**src/rtl/fpctx_pkg.sv**
```systemverilog
package fpctx_pkg;
    localparam int unsigned WORD_W   = 32;
    localparam int unsigned FLAG_LSB = 28;   // condition flags occupy [31:28]
    localparam int unsigned ACT_POS  = 31;   // active flag position in the composite value

    typedef logic [WORD_W-1:0] word_t;

    typedef struct packed {
        logic  act;
        word_t stat;
    } ctx_t;

    typedef enum logic [1:0] {
        OP_NONE   = 2'd0,
        OP_WRITE  = 2'd1,
        OP_READ   = 2'd2,
        OP_REJECT = 2'd3
    } op_e;

    function automatic word_t pack_ctx(input ctx_t c);
        word_t r;
        r = '0;
        r[FLAG_LSB-1:0] = c.stat[FLAG_LSB-1:0];
        r[ACT_POS]      = c.act;
        return r;
    endfunction

    function automatic ctx_t merge_write(input ctx_t c, input word_t w);
        ctx_t n;
        n = c;
        n.act = w[ACT_POS];
        n.stat[FLAG_LSB-1:0] = w[FLAG_LSB-1:0];
        return n;
    endfunction
endpackage

```
**src/rtl/fpctx_gate.sv**
```systemverilog
module fpctx_gate
    import fpctx_pkg::*;
(
    input  logic acc_req,
    input  logic acc_wr,
    input  logic feat_en,
    input  logic sec_state,
    input  logic busy,
    output op_e  op
);
    logic permit;
    assign permit = feat_en & sec_state;

    always_comb begin
        op = OP_NONE;
        if (acc_req && !busy) begin
            if (!permit)     op = OP_REJECT;
            else if (acc_wr) op = OP_WRITE;
            else             op = OP_READ;
        end
    end
endmodule

```
**src/rtl/fpctx_state.sv**
```systemverilog
module fpctx_state
    import fpctx_pkg::*;
(
    input  logic  clk,
    input  logic  rst,
    input  op_e   op,
    input  word_t wdata,
    input  logic  commit,
    input  logic  dflt_we,
    input  word_t dflt_wdata,
    output ctx_t  ctx,
    output word_t dflt
);
    always_ff @(posedge clk) begin
        if (rst) begin
            ctx  <= '0;
            dflt <= '0;
        end else begin
            if (op == OP_WRITE)
                ctx <= merge_write(ctx, wdata);
            else if (commit) begin
                ctx.act  <= 1'b0;
                ctx.stat <= dflt;
            end
            if (dflt_we)
                dflt <= dflt_wdata;
        end
    end

    assert_write_keeps_flags_R4: assert property (@(posedge clk) disable iff (rst)
        (op == OP_WRITE) |=> ctx.stat[WORD_W-1:FLAG_LSB] == $past(ctx.stat[WORD_W-1:FLAG_LSB]));

    assert_write_sets_act_R4: assert property (@(posedge clk) disable iff (rst)
        (op == OP_WRITE) |=> ctx.act == $past(wdata[ACT_POS]));

    assert_commit_reload_R6: assert property (@(posedge clk) disable iff (rst)
        commit |=> (!ctx.act && ctx.stat == $past(dflt)));
endmodule

```
**src/rtl/fpctx_rdpath.sv**
```systemverilog
module fpctx_rdpath
    import fpctx_pkg::*;
(
    input  logic  clk,
    input  logic  rst,
    input  op_e   op,
    input  ctx_t  ctx,
    input  logic  acc_req,
    input  logic  dlv_ack,
    input  logic  dlv_fault,
    output word_t rdata,
    output logic  fault,
    output logic  pending,
    output logic  commit
);
    assign commit = pending & dlv_ack & ~dlv_fault;

    always_ff @(posedge clk) begin
        if (rst) begin
            rdata   <= '0;
            fault   <= 1'b0;
            pending <= 1'b0;
        end else begin
            fault <= (op == OP_REJECT);
            if (op == OP_READ) begin
                rdata   <= pack_ctx(ctx);
                pending <= 1'b1;
            end else if (pending && dlv_ack) begin
                pending <= 1'b0;
            end
        end
    end

    assert_busy_holds_rdata_R8: assert property (@(posedge clk) disable iff (rst)
        (pending && acc_req && !dlv_ack) |=> ($stable(rdata) && pending && !fault));

    assert_read_mid_bits_zero_R3: assert property (@(posedge clk) disable iff (rst)
        (op == OP_READ) |=> rdata[ACT_POS-1:FLAG_LSB] == '0);
endmodule

```
**src/rtl/fp_secctx_unit.sv**
```systemverilog
module fp_secctx_unit
    import fpctx_pkg::*;
(
    input  logic        clk,
    input  logic        rst,
    input  logic        feat_en,
    input  logic        sec_state,
    input  logic        acc_req,
    input  logic        acc_wr,
    input  logic [31:0] acc_wdata,
    output logic [31:0] acc_rdata,
    output logic        acc_fault,
    output logic        rd_pending,
    input  logic        dlv_ack,
    input  logic        dlv_fault,
    input  logic        dflt_we,
    input  logic [31:0] dflt_wdata,
    output logic [31:0] stat_out,
    output logic        act_out
);
    op_e   op;
    ctx_t  ctx;
    word_t dflt;
    logic  commit;

    fpctx_gate u_gate (
        .acc_req   (acc_req),
        .acc_wr    (acc_wr),
        .feat_en   (feat_en),
        .sec_state (sec_state),
        .busy      (rd_pending),
        .op        (op)
    );

    fpctx_state u_state (
        .clk        (clk),
        .rst        (rst),
        .op         (op),
        .wdata      (acc_wdata),
        .commit     (commit),
        .dflt_we    (dflt_we),
        .dflt_wdata (dflt_wdata),
        .ctx        (ctx),
        .dflt       (dflt)
    );

    fpctx_rdpath u_rd (
        .clk       (clk),
        .rst       (rst),
        .op        (op),
        .ctx       (ctx),
        .acc_req   (acc_req),
        .dlv_ack   (dlv_ack),
        .dlv_fault (dlv_fault),
        .rdata     (acc_rdata),
        .fault     (acc_fault),
        .pending   (rd_pending),
        .commit    (commit)
    );

    assign stat_out = ctx.stat;
    assign act_out  = ctx.act;

    assert_reject_no_change_R2: assert property (@(posedge clk) disable iff (rst)
        (acc_req && !rd_pending && !(feat_en && sec_state))
            |=> ($stable(stat_out) && $stable(act_out) && acc_fault && !rd_pending));

    assert_dlv_fault_keeps_R7: assert property (@(posedge clk) disable iff (rst)
        (rd_pending && dlv_ack && dlv_fault)
            |=> ($stable(stat_out) && $stable(act_out) && !rd_pending));

    assert_idle_ack_ignored_R10: assert property (@(posedge clk) disable iff (rst)
        (!rd_pending && !acc_req && dlv_ack) |=> ($stable(stat_out) && $stable(act_out)));
endmodule

```
**config.mk**
```make
export PLATFORM = sky130hd
export DESIGN_NAME = fp_secctx_unit
export DESIGN_NICKNAME = d
export VERILOG_FILES = /design/src/rtl/fpctx_pkg.sv /design/src/rtl/fpctx_gate.sv /design/src/rtl/fpctx_state.sv /design/src/rtl/fpctx_rdpath.sv /design/src/rtl/fp_secctx_unit.sv
export SDC_FILE = /design/constraint.sdc
export NUM_CORES = 1
export LEC_CHECK = 0
export BUFFER_PORTS_ARGS = -buffer_cell sky130_fd_sc_hd__buf_2
export CORE_ASPECT_RATIO = 1.75
export CORE_UTILIZATION = 44
export CTS_CLUSTER_DIAMETER = 40
export CTS_CLUSTER_SIZE = 24
export DETAILED_ROUTE_END_ITERATION = 7
export PLACE_DENSITY = 0.69
export SYNTH_ARGS = -nofsm -noshare
export SYNTH_HDL_FRONTEND = slang
export SYNTH_SLANG_ARGS = --single-unit
export TNS_END_PERCENT = 30
```
**constraint.sdc**
```tcl
create_clock -name clk -period 3.62 [get_ports clk]
set_input_delay 0.362 -clock clk [delete_from_list [all_inputs] [get_ports clk]]
set_output_delay 0.362 -clock clk [all_outputs]
set_load 0.02 [all_outputs]
```
======== Word-level counts from Yosys, hierarchy flattened ========
Index checks and enable logic that the tools add are counted.
cells by class
  muxes and demuxes ....................... 7
  equality and inequality tests ........... 3
  reduce and logical (&&, ||, !) cells .... 6
  bitwise gates (word level) .............. 5
operator list
  operator                                       number
  2-to-1 mux 33 bit                              2
  2-to-1 mux 2 bit                               3
  == test 2 bit, second input constant           2
  nonzero test 2 bit                             2
  bitwise AND 1 bit                              3
  == test 2 x 1 -> 1 bit, second input constant  1
  logical AND 1 bit                              2
  2-to-1 mux 1 bit                               2
  NOT 1 bit                                      2
  AND reduction 2 bit                            1
  zero test 1 bit                                1
word-level totals
  output and inout port bits .............. 67
  input bits .............................. 73
  bits in registers ....................... 96
  word-level logic and storage cells ...... 28

======== Logic depth before layout (Yosys ltp) ========
  depth in word-level cells ............... 6
  gate-level depth with buffers ........... 6
  mapped depth without buffers ............ 3

======== Cells and area by module ========
Synthesis repeated with hierarchy kept, for this count alone.
unflattened totals
  cells, all modules ...................... 404
  area, all modules ....................... 4058.9 um^2
modules (own cells, without submodules)
  module        seq. area each (um^2)  times used  cells each  area an instance (um^2)
  fpctx_state   1301.2                 1           257         2608.8
  fpctx_rdpath  620.6                  1           143         1420.1
  fpctx_gate    0.0                    1           4           30.0

======== Worst setup path before layout ========
OpenSTA, ideal clock, no wires.
  path type ............................... reg2reg
  start point ............................. register u_rd.pending
  end point ............................... register u_rd.pending
  library setup time ...................... 128 ps
  path buffers ............................ 3
  arrival time ............................ 1249 ps
  cell stages (with the launch flop) ...... 7
  slack ................................... 2243 ps
  period minus slack after synthesis ...... 1377 ps
  required time ........................... 3492 ps
  cell sequence ........................... dfxtp_1 > and4b_1 > buf_4 > buf_6 > buf_6 > a21oi_1 > nor2_1
between the ends
  word-level cells in the longest chain between the ends .. 5
  elaborated cells on any way between the ends .. 7
  classes of those cells .................. 1 x eq/ne; 2 x mux; 4 x reduce/logical
ends and longest elaborated chain
  what                                                           line                text
  start, declared                                                fpctx_rdpath.sv:13  output logic pending,
  start signal, assigned                                         fpctx_rdpath.sv:22  pending <= 1'b0;
  start signal, assigned                                         fpctx_rdpath.sv:27  pending <= 1'b1;
  start signal, assigned                                         fpctx_rdpath.sv:29  pending <= 1'b0;
  zero test 1 bit                                                fpctx_gate.sv:16    if (acc_req && !busy) begin
  logical AND 1 bit                                              fpctx_gate.sv:16
  2-to-1 mux 2 bit                                               fpctx_gate.sv:16
  == test 2 bit                                                  fpctx_rdpath.sv:25  if (op == OP_READ) begin
  2-to-1 mux 1 bit / nonzero test 2 bit (equally long branches)  n/a
Several ways; a longest one is shown, not always the timed one.
A chain may end at the register's enable or synchronous reset.

======== Final worst setup path ========
  start point ............................. register u_rd.pending
  end point ............................... register u_state.ctx[16] (netlist name)
between the ends
  word-level cells in the longest chain between the ends .. 5
  elaborated cells on any way between the ends .. 8
  classes of those cells .................. 1 x eq/ne; 2 x mux; 2 x bitwise; 3 x reduce/logical
ends and longest elaborated chain
  what                                                            line               text
  zero test 1 bit                                                 fpctx_gate.sv:16
  logical AND 1 bit                                               fpctx_gate.sv:16
  2-to-1 mux 2 bit                                                fpctx_gate.sv:16
  == test 2 x 1 -> 1 bit                                          fpctx_state.sv:19  if (op == OP_WRITE)
  2-to-1 mux 33 bit / nonzero test 2 bit (equally long branches)  n/a
Several ways; a longest one is shown, not always the timed one.

==> impl_metrics.env <==
export IMPL_status="completed"
export IMPL_synthMuxAreaShare=0.0847
export IMPL_p_comb_frac=0.080
export IMPL_crit_path_cell_trace="nand4b_1 > buf_4 > o211ai_1 > a21oi_1"
export IMPL_critical_path_endpoint_type="flop"
export IMPL_crit_required_ns=3.78
export IMPL_power_net_switching_mw=0.534
export IMPL_crit_fanout=37
export IMPL_grt_pass1_wl_mm=15.6
export IMPL_placement_rows=44
export IMPL_hold_path_startpoint="dflt_wdata[29]"
export IMPL_cts_num_sinks=96
export IMPL_period_minus_slack_ns=2.13
export IMPL_synth_lib_cells_used_distinct=23
export IMPL_place_gp_congestion=0.760
export IMPL_wl_mm=9.50
export IMPL_utilization=0.561
export IMPL_switching_share=0.248
export IMPL_synth_compound_gate_area_share=0.246
export IMPL_synth_top_cell_area_share=0.508
export IMPL_yosys_most_used_dff="sky130_fd_sc_hd__dfxtp_1"
export IMPL_avgSynthCellArea_um2=9.29
export IMPL_p_per_area_nw_per_um2=463
export IMPL_cts_inserted_buffers=9
export IMPL_yosys_top_cells_count="sky130_fd_sc_hd__dfxtp_1 (96), sky130_fd_sc_hd__a21oi_1 (63), sky130_fd_sc_hd__nor2_1 (33), sky130_fd_sc_hd__mux2i_1 (32), sky130_fd_sc_hd__nand3_1 (30)"
export IMPL_htree_levels=3
export IMPL_cells_after_synthesis=407
export IMPL_synthAdderAreaFrac=0
export IMPL_detailed_place_hpwl_mm=6.32
export IMPL_antenna_violating_nets_post_route=0
export IMPL_ys_async_sr_fraction=0
export IMPL_dpl_worst_slack_ns=1.48
export IMPL_rr_startpoint="u_rd.pending"
export IMPL_power_report_internal_total_mw=1.62
export IMPL_grt_overflow=0
export IMPL_synth_area_leader_cell="sky130_fd_sc_hd__dfxtp_1"
export IMPL_seq_area_frac_synth=0.508
export IMPL_relSlewSlack=0.159
export IMPL_ir_drop_mv=0.290
export IMPL_number_of_global_route_vias_before_repair=3053
export IMPL_post_cts_hold_buffer_count=0
export IMPL_die_height_um=125
export IMPL_critPathBufInv=1
export IMPL_route_detailed_vias_per_inst=5.43
export IMPL_place_inst=611
export IMPL_synth_simple_gate_area_frac=0.0913
export IMPL_synth_top_cells_by_area="sky130_fd_sc_hd__dfxtp_1 (51%), sky130_fd_sc_hd__mux2i_1 (8.5%), sky130_fd_sc_hd__a21oi_1 (8.3%)"
export IMPL_synth_most_common_cell="sky130_fd_sc_hd__dfxtp_1"
export IMPL_floorplan_initialDensity=0.455
export IMPL_post_synth_xor_area_fraction=0
export IMPL_tightest_slew_ns=1.26
export IMPL_clk_pin_slew_worst_paths_ns=0.07
export IMPL_route_detailed_wl_per_inst_um=15.1
export IMPL_design_final_nets=580
export IMPL_clk_latency_ns=0.34
export IMPL_report_final_slew_viol_count=0
export IMPL_power_leakage_nw=1.97
export IMPL_number_of_warnings_issued_by_yosys=0
export IMPL_power_clock_fraction=0.408
export IMPL_post_cts_repair_setup_buffers=0
export IMPL_slowest_stage="sky130_fd_sc_hd__nand4b_1"
export IMPL_cp_data_arrival_time_ns=2.29
export IMPL_grt_setup_unrepaired="false"
export IMPL_final_setup_skew_ns=0.00707
export IMPL_dr_pass1_iters=5
export IMPL_drt_iter0_markers=277
export IMPL_finalHoldWorstSlack_ns=0.257
export IMPL_grt_max_degree=70
export IMPL_cts_tree="done"
export IMPL_port_buffers=133
export IMPL_clock_root_buffer_master="sky130_fd_sc_hd__clkbuf_16"
export IMPL_die_w_um=72.1
export IMPL_die_area_um2=8990
export IMPL_core_region_um2=8310
export IMPL_detailed_place_area_um2=4380
export IMPL_post_route_cell_area_um2=4660
export IMPL_cp_startpoint="u_rd.pending"
export IMPL_final_period_utilization=0.589
export IMPL_globalRouteTotalUtil=0.220
export IMPL_timing_hold_violations_final=0
export IMPL_max_clock_freq_ghz=0.469
export IMPL_drcViolationCount=0
export IMPL_critPathTopFamily="simple AND/OR/NAND/NOR gates"
export IMPL_synth_edff_count=0
export IMPL_hold_class="primary input to flop"
export IMPL_antenna_found_initial=0
export IMPL_cap_viol_max_count=0
export IMPL_p_seq_frac=0.512
export IMPL_finalPower_mw=2.16
export IMPL_postLayoutSetupSlackWorst_ns=1.49
export IMPL_insertedDiodeCount=0
export IMPL_instances_no_fill=627
export IMPL_post_cts_resized_instances=0
export IMPL_finalSetupViolCount=0
export IMPL_area_growth_syn_to_layout_pct=23.2
export IMPL_cp_slowest_stage_delay_ns=0.75
export IMPL_ys_seq_elements=96
export IMPL_design_portCount=140
export IMPL_crit_path_start_kind="flop"
export IMPL_num_vias=3406
export IMPL_final_layout_size_suffix_gt1_frac=0.303
export IMPL_mappedNetlistArea_um2=3780
export IMPL_max_clock_path_buffers=2
export IMPL_critical_path_class="flop to flop"
export IMPL_fin_tns_setup_ns=0
export IMPL_combinational_family_with_the_most_area_after_synthesis="compound AO/OA/AOI/OAI gates"
## worst paths after layout
kind	endpoint	slack [ns]	cells after the start
max	u_state.ctx[16]	1.49	4
min	u_state.dflt[29]	0.26	3
max reg2reg	u_state.ctx[16]	1.49	4
min reg2reg	u_state.ctx[29]	0.45	2
## power groups by stage
stage	combinational (mW)	clock, mW	sequential (mW)
2_1_floorplan	0.105	0	1.13
3_3_place_gp	0.170	0	1.13
3_5_place_dp	0.173	0	1.13
4_1_cts	0.173	0.900	1.10
5_1_grt	0.192	0.936	1.11
6_report	0.174	0.881	1.10
## final cells by class
class	count	area (µm²)
clock buffers	9	225
clock inverters	7	55.1
repair buffers	137	696
inverters	2	7.51
multi-input cells	261	1610
flip-flops and latches	96	1920
fillers	791	3650
well taps	115	144
## logic make-up (layout without fill, tap and decap cells)
group,after synthesis,count (layout)
buffers and inverters,52,155
other,1,3
AOI/OAI and AO/OA,150,150
DFF,96,96
and+or+nand+nor,76,76
muxes,32,32
## sequential cells by signal (all words and copies together), names as in the netlist
signal,flops
u_rd.fault,1
u_state.dflt,32
u_rd.pending,1
u_state.ctx,33
u_rd.rdata,29
## cells in the final DEF (no fill, tap or decap), drive strengths merged
cell,count
o211ai,29
mux2i,32
nor2,33
nor2b,1
nand4b,1
clkinv,3
a21oi,63
nand3,30
dfxtp,96
a2111oi,1
clkbuf,9
nand3b,1
and4b,1
a32oi,28
and3b,1
clkinvlp,2
nand2,8
inv,4
conb,3
o21ai,29
buf,137
## worst register-to-register path, stage by stage (launching register included)
cell                       delay [ns]
sky130_fd_sc_hd__dfxtp_1         0.37
sky130_fd_sc_hd__nand4b_1        0.75
sky130_fd_sc_hd__buf_4           0.53
sky130_fd_sc_hd__o211ai_1        0.22
sky130_fd_sc_hd__a21oi_1         0.10
## metal layers
metal / share of wire / GRT usage / vias up
met5: 0 / 0 / -
met4: 0.021 / 0.0969 / 0
met3: 0.053 / 0.0332 / 14
met2: 0.49 / 0.332 / 116
met1: 0.44 / 0.308 / 1585
li1: - / - / 1691
No activity file was read; power rests on OpenSTA's default activity.
